$ cat src/rtl/llsc_pkg.sv
package llsc_pkg;

    // Request codes on req_op
    typedef enum logic [1:0] {
        OP_NONE = 2'b00,
        OP_LL   = 2'b01,
        OP_SC   = 2'b10,
        OP_RSVD = 2'b11
    } llsc_op_e;

    // Reservation state
    typedef enum logic {
        RSV_EMPTY = 1'b0,
        RSV_HELD  = 1'b1
    } rsv_state_e;

endpackage

$ cat src/rtl/llsc_tag_cmp.sv
// Granule tag comparator, qualified by a valid input.
module llsc_tag_cmp #(
    parameter int TAG_W = 61
) (
    input  logic [TAG_W-1:0] probe_tag,
    input  logic [TAG_W-1:0] held_tag,
    input  logic             qual,
    output logic             hit
);
    always_comb begin
        hit = qual && (probe_tag == held_tag);
    end
endmodule

$ cat src/rtl/llsc_kill_merge.sv
// Merges all reservation-destroying sources into one kill strobe.
module llsc_kill_merge #(
    parameter int N_SRC = 3
) (
    input  logic [N_SRC-1:0] src,
    output logic             kill
);
    logic [N_SRC:0] chain;

    assign chain[0] = 1'b0;
    for (genvar i = 0; i < N_SRC; i++) begin : g_or
        assign chain[i+1] = chain[i] | src[i];
    end
    assign kill = chain[N_SRC];
endmodule

$ cat src/rtl/llsc_rsv_fsm.sv
// Reservation state machine and stored granule tag.
module llsc_rsv_fsm
    import llsc_pkg::*;
#(
    parameter int TAG_W = 61
) (
    input  logic             clk,
    input  logic             rst_n,
    input  logic             load_req,
    input  logic             store_req,
    input  logic             kill,
    input  logic [TAG_W-1:0] load_tag,
    output logic             lock_valid,
    output logic [TAG_W-1:0] rsv_tag
);
    rsv_state_e       state_q, state_d;
    logic [TAG_W-1:0] tag_q, tag_d;

    // Next state
    always_comb begin
        state_d = state_q;
        tag_d   = tag_q;
        unique case (state_q)
            RSV_EMPTY: begin
                if (load_req && !kill) begin          // ARM
                    state_d = RSV_HELD;
                    tag_d   = load_tag;
                end
            end
            RSV_HELD: begin
                if (kill || store_req) begin          // DROP
                    state_d = RSV_EMPTY;
                end else if (load_req) begin          // REARM
                    tag_d = load_tag;
                end
            end
        endcase
    end

    // State register
    always_ff @(posedge clk or negedge rst_n) begin
        if (!rst_n) begin
            state_q <= RSV_EMPTY;
            tag_q   <= '0;
        end else begin
            state_q <= state_d;
            tag_q   <= tag_d;
        end
    end

    // Outputs
    always_comb begin
        lock_valid = (state_q == RSV_HELD);
        rsv_tag    = tag_q;
    end

    assert_store_drops_R5: assert property (@(posedge clk) disable iff (!rst_n)
        store_req |=> !lock_valid);

    assert_kill_drops_R6: assert property (@(posedge clk) disable iff (!rst_n)
        kill |=> !lock_valid);

    assert_load_arms_R2: assert property (@(posedge clk) disable iff (!rst_n)
        (load_req && !kill && !store_req) |=> (lock_valid && rsv_tag == $past(load_tag)));

    assert_idle_holds_R12: assert property (@(posedge clk) disable iff (!rst_n)
        (!load_req && !store_req && !kill) |=> ($stable(lock_valid) && $stable(rsv_tag)));
endmodule

$ cat src/rtl/llsc_monitor.sv
// Top: reservation monitor for locked-load / conditional-store.
module llsc_monitor
    import llsc_pkg::*;
#(
    parameter int ADDR_W   = 64,
    parameter int DATA_W   = 64,
    parameter int GRAN_LSB = 3
) (
    input  logic              clk,
    input  logic              rst_n,
    input  logic [1:0]        req_op,
    input  logic [ADDR_W-1:0] req_addr,
    input  logic [DATA_W-1:0] req_wdata,
    input  logic              snoop_valid,
    input  logic [ADDR_W-1:0] snoop_addr,
    input  logic              irq_event,
    input  logic              exc_event,
    output logic              mem_we,
    output logic [ADDR_W-1:0] mem_waddr,
    output logic [DATA_W-1:0] mem_wdata,
    output logic              sc_done,
    output logic              sc_success
);
    localparam int TAG_W  = ADDR_W - GRAN_LSB;
    localparam int N_KILL = 3;

    llsc_op_e         op;
    logic             load_req, store_req;
    logic [TAG_W-1:0] req_tag, snoop_tag, rsv_tag;
    logic             lock_valid, req_hit, snoop_hit, kill;
    logic             unused_low_bits;

    assign op              = llsc_op_e'(req_op);
    assign load_req        = (op == OP_LL);
    assign store_req       = (op == OP_SC);
    assign req_tag         = req_addr[ADDR_W-1:GRAN_LSB];
    assign snoop_tag       = snoop_addr[ADDR_W-1:GRAN_LSB];
    assign unused_low_bits = ^snoop_addr[GRAN_LSB-1:0];

    llsc_tag_cmp #(.TAG_W(TAG_W)) u_req_cmp (
        .probe_tag (req_tag),
        .held_tag  (rsv_tag),
        .qual      (lock_valid),
        .hit       (req_hit)
    );

    llsc_tag_cmp #(.TAG_W(TAG_W)) u_snoop_cmp (
        .probe_tag (snoop_tag),
        .held_tag  (rsv_tag),
        .qual      (lock_valid && snoop_valid),
        .hit       (snoop_hit)
    );

    llsc_kill_merge #(.N_SRC(N_KILL)) u_kill (
        .src  ({irq_event, exc_event, snoop_hit}),
        .kill (kill)
    );

    llsc_rsv_fsm #(.TAG_W(TAG_W)) u_fsm (
        .clk        (clk),
        .rst_n      (rst_n),
        .load_req   (load_req),
        .store_req  (store_req),
        .kill       (kill),
        .load_tag   (req_tag),
        .lock_valid (lock_valid),
        .rsv_tag    (rsv_tag)
    );

    // Same-cycle response to a conditional store
    always_comb begin
        sc_done    = store_req;
        sc_success = store_req && req_hit && !kill;
        mem_we     = sc_success;
        mem_waddr  = sc_success ? req_addr  : '0;
        mem_wdata  = sc_success ? req_wdata : '0;
    end

    assert_success_needs_lock_R3: assert property (@(posedge clk) disable iff (!rst_n)
        sc_success |-> lock_valid);

    assert_success_granule_R4: assert property (@(posedge clk) disable iff (!rst_n)
        sc_success |-> (req_addr[ADDR_W-1:GRAN_LSB] == rsv_tag));

    assert_snoop_wins_R10: assert property (@(posedge clk) disable iff (!rst_n)
        snoop_hit |-> !mem_we);

    assert_events_block_R7: assert property (@(posedge clk) disable iff (!rst_n)
        (irq_event || exc_event) |-> !mem_we);

    assert_write_only_on_sc_R12: assert property (@(posedge clk) disable iff (!rst_n)
        mem_we |-> sc_done);
endmodule

$ cat config.mk
export PLATFORM = sky130hd
export DESIGN_NAME = llsc_monitor
export DESIGN_NICKNAME = d
export VERILOG_FILES = /design/src/rtl/llsc_pkg.sv /design/src/rtl/llsc_tag_cmp.sv /design/src/rtl/llsc_kill_merge.sv /design/src/rtl/llsc_rsv_fsm.sv /design/src/rtl/llsc_monitor.sv
export SDC_FILE = /design/constraint.sdc
export NUM_CORES = 1
export LEC_CHECK = 0
export ABC_AREA = 0
export BUFFER_PORTS_ARGS = -buffer_cell sky130_fd_sc_hd__buf_2
export CAP_MARGIN = 20
export CORE_AREA = 4 4 125 127
export DETAILED_ROUTE_END_ITERATION = 16
export DIE_AREA = 0 0 129 131
export GPL_TIMING_DRIVEN = 0
export PLACE_DENSITY_LB_ADDON = 0.12
export SLEW_MARGIN = 25
export SYNTH_ARGS = -nofsm -noshare
export SYNTH_HDL_FRONTEND = slang
export SYNTH_SLANG_ARGS = --single-unit
$ cat constraint.sdc
create_clock -name clk -period 3.25 [get_ports clk]
set_input_delay 0.4875 -clock clk [delete_from_list [all_inputs] [get_ports clk]]
set_output_delay 0.4875 -clock clk [all_outputs]
set_load 0.005 [all_outputs]
==> results.toml <==
[run_status]
status = "complete, but fails checks"
violations = "negative setup slack"

[power]
p_per_area_nw_per_um2 = 377
seqPwrFrac_pct = 37.3
intPower_uw = 2160
ir_drop_uv = 278
p_leak_uw = 0.00416
comb_power_share_pct = 32.0
swShare_pct = 30.0
switchingPower_uw = 926
clkPwrFrac_pct = 30.7

[cts]
htreeDepth = 3
cts.sinks = 62
clk_root_buffer_cell = "clkbuf_16"
clkSlewWorstSetupHoldPaths_ps = 50
numCtsBuffers = 9
clock_latency_ps = 330
cts_tree = "yes"
cts.path.max_buffers = 2
postCtsHoldBufs = 0

[die]
num_rows = 44
coreArea_um2 = 14400
io_pins = 330
die_y_um = 131
start_util_pct = 33.9
dieArea_um2 = 16900
die_w_um = 129

[synthesis]
ys_seq_area_share_pct = 31.8
syn-cell-area_um2 = 4890
synth-seq-cells = 62
synth_area_leaders = "dfrtp_1 (32%), mux2_4 (18%), and2_1 (16%)"
syn_nets = 667
synth_top_cell_by_area = "dfrtp_1"
netlist_instances = 468
avgSynthCellArea_um2 = 10.4
synth.yosys.warnings = 0
yosys.cell_types.count = 32
yosys.area.top_type_share_pct = 31.8

[drt]
vias = 4835
totalWireLength_mm = 20.8
via_per_inst = 4.73
ant_nets = 0
first_iter_violations = 208
routedWlPerCell_um = 20.3
drc_errors = 0
first_pass_iters = 4

[layout]
nets = 1029
fin_area_um2 = 8190
final_layout_size_suffix_gt1_share_pct = 62.1
mostFrequentLayoutCell = "buf_2"
utilization_pct = 56.8
layout_common_cells = "buf_2 (272), and2_1 (75), buf_6 (65), xnor2_1 (62), dfrtp_1 (61)"
area_growth_pct = 67.7

[setup_path]
critPathBufInv = 4
end_kind = "output port"
cpPeakStageDelay_ps = 470
crit_top_cell = "clkbuf_16"
cp.arrival_ps = 2780
critPathRequiredTime_ps = 2760
cp-start-kind = "flip-flop"
cp_top_family = "simple AND/OR/NAND/NOR gates"
slowest_stage = "or4_4"
path_cells = "xnor2_2 > nand4_1 > or4_4 > nor3_4 > a2111oi_4 > buf_4 > clkbuf_16 > clkbuf_16 > and2_4 > buf_6"
critPathMaxFanout = 6
path_class = "reg2out"

[grt]
globalRouteOverflowTotal = 0
antenna_found_initial = 4
grt_usage_pct = 23.3
grt_start_max_net_pins = 47
grt_pass1_wl_mm = 28.8
grt_pass1_vias = 5006

[placed_design]
dp_hpwl_mm = 16.2
place.gp.congestion = 0.851
io_buffer_count = 326
placed_cell_area_um2 = 6780

[timing]
hold_viol = 0
skew_ps = 8.48
post-route-period-util_pct = 101
relSlewSlack_pct = 68.2
setup_violations = 25
worstMarginPinSlew_ps = 477
period_needed_ps = 3270
rsz0062_at_grt = "true"
setup_ws_ps = -18.7
slew_viol_final = 0
fmax_mhz = 306

[job]
cap_violations = 0

[hold_path]
hp-class = "in2async"
-- worst register-to-register path, cell delays in order (launching register included) --
cell and delay (ps):
dfrtp_1 400, buf_4 150, nor2b_1 150, a2111oi_4 210, nand4_1 200, nor4_4 300
buf_4 170, buf_4 110, buf_4 100, a21oi_2 130, buf_6 220, mux2_4 310
-- power by group through the flow --
stage | clock network [uW] | registers [uW] | logic [uW]
CTS | 964 | 1150 | 927
detailed placement | 0 | 1160 | 894
global placement | 0 | 1150 | 882
global route | 999 | 1180 | 1060
finish | 948 | 1150 | 986
floorplan | 0 | 1110 | 598
-- final timing paths --
path / from / endpoint / slack [ps] / cells past startpoint
max in group asynchronous: rst_n / u_fsm.rsv_tag[54] / 2700 / 2
min in group clk: irq_event / u_fsm.lock_valid / 410 / 2
setup reg to reg: u_fsm.rsv_tag[50] / u_fsm.rsv_tag[9] / 670 / 11
hold / removal: rst_n / u_fsm.rsv_tag[56] / 30 / 1
hold reg to reg: u_fsm.rsv_tag[34] / u_fsm.rsv_tag[34] / 570 / 1
setup / recovery: u_fsm.rsv_tag[46] / mem_waddr[51] / -20 / 10
-- stage by stage --
step | total power [uW] | setup slack [ps] | TNS (ps) | std cells | hold WS (ps)
6_report | 3090 | -18.7 | -157 | 1022 | 27.4
5_1_grt | 3240 | -130 | -10930 | 1022 | 39.3
4_1_cts | 3040 | -8.46 | -13.0 | 1007 | 27.1
3_5_place_dp | 2050 | -859 | -63600 | 979 | 385
3_3_place_gp | 2030 | -915 | -70480 | 978 | 545
2_1_floorplan | 1700 | 656 | 0 | 468 | 192
-- synth_stat cells --
master / count
and2_1: 128
xor2_1: 31
a2111oi_2: 1
nand2b_1: 9
mux2_4: 60
a2bb2oi_1: 1
or4_1: 1
a22oi_1: 1
clkbuf_1: 13
buf_4: 1
nand3_1: 1
a21oi_2: 1
nor2_1: 2
buf_6: 6
nor2b_1: 11
xnor2_1: 71
nand2_1: 2
inv_1: 13
nor3_2: 1
o2111ai_1: 1
a221oi_1: 3
nor4_1: 11
a2111oi_0: 4
nor4_2: 1
a222oi_1: 1
o2111a_1: 2
mux2_1: 1
dfrtp_1: 62
nand4_1: 23
o22ai_1: 2
clkinv_1: 2
buf_2: 1
-- flip-flops by register name, indices dropped and copies added, names as in the netlist --
| signal | count |
|---|---|
| u_fsm.lock_valid | 1 |
| u_fsm.rsv_tag | 61 |
-- what timing repair did --
action                     CTS  global route
gates cloned                 7             2
buffers inserted             6             9
setup endpoints to repair  130           130
pin swaps                   12            59
resized for setup           71           137
-- final cells by class --
class | instances | area (um2)
flip-flops and latches | 62 | 1550
diodes | 4 | 10.0
fillers | 1290 | 6230
repair buffers | 351 | 2280
clock inverters | 1 | 30.0
well taps | 184 | 230
clock buffers | 14 | 254
inverters | 15 | 56.3
multi-input cells | 370 | 3450
plain buffers | 21 | 328
-- metal layers --
metal	GRT usage, %	wire (um)	vias to the layer above
met5	0	0	-
met4	8.21	416	0
met3	5.12	1400	20
met2	42.9	11100	193
met1	26.5	7870	2316
li1	-	-	2306
-- cells by family after synthesis --
group,share of synthesized area [%]
simple gates,24.3
xor+xnor,18.3
flops,31.8
mux,18.7
buf+inv,3.79
compound gates,3.18
No activity file was read; power rests on OpenSTA's default activity.
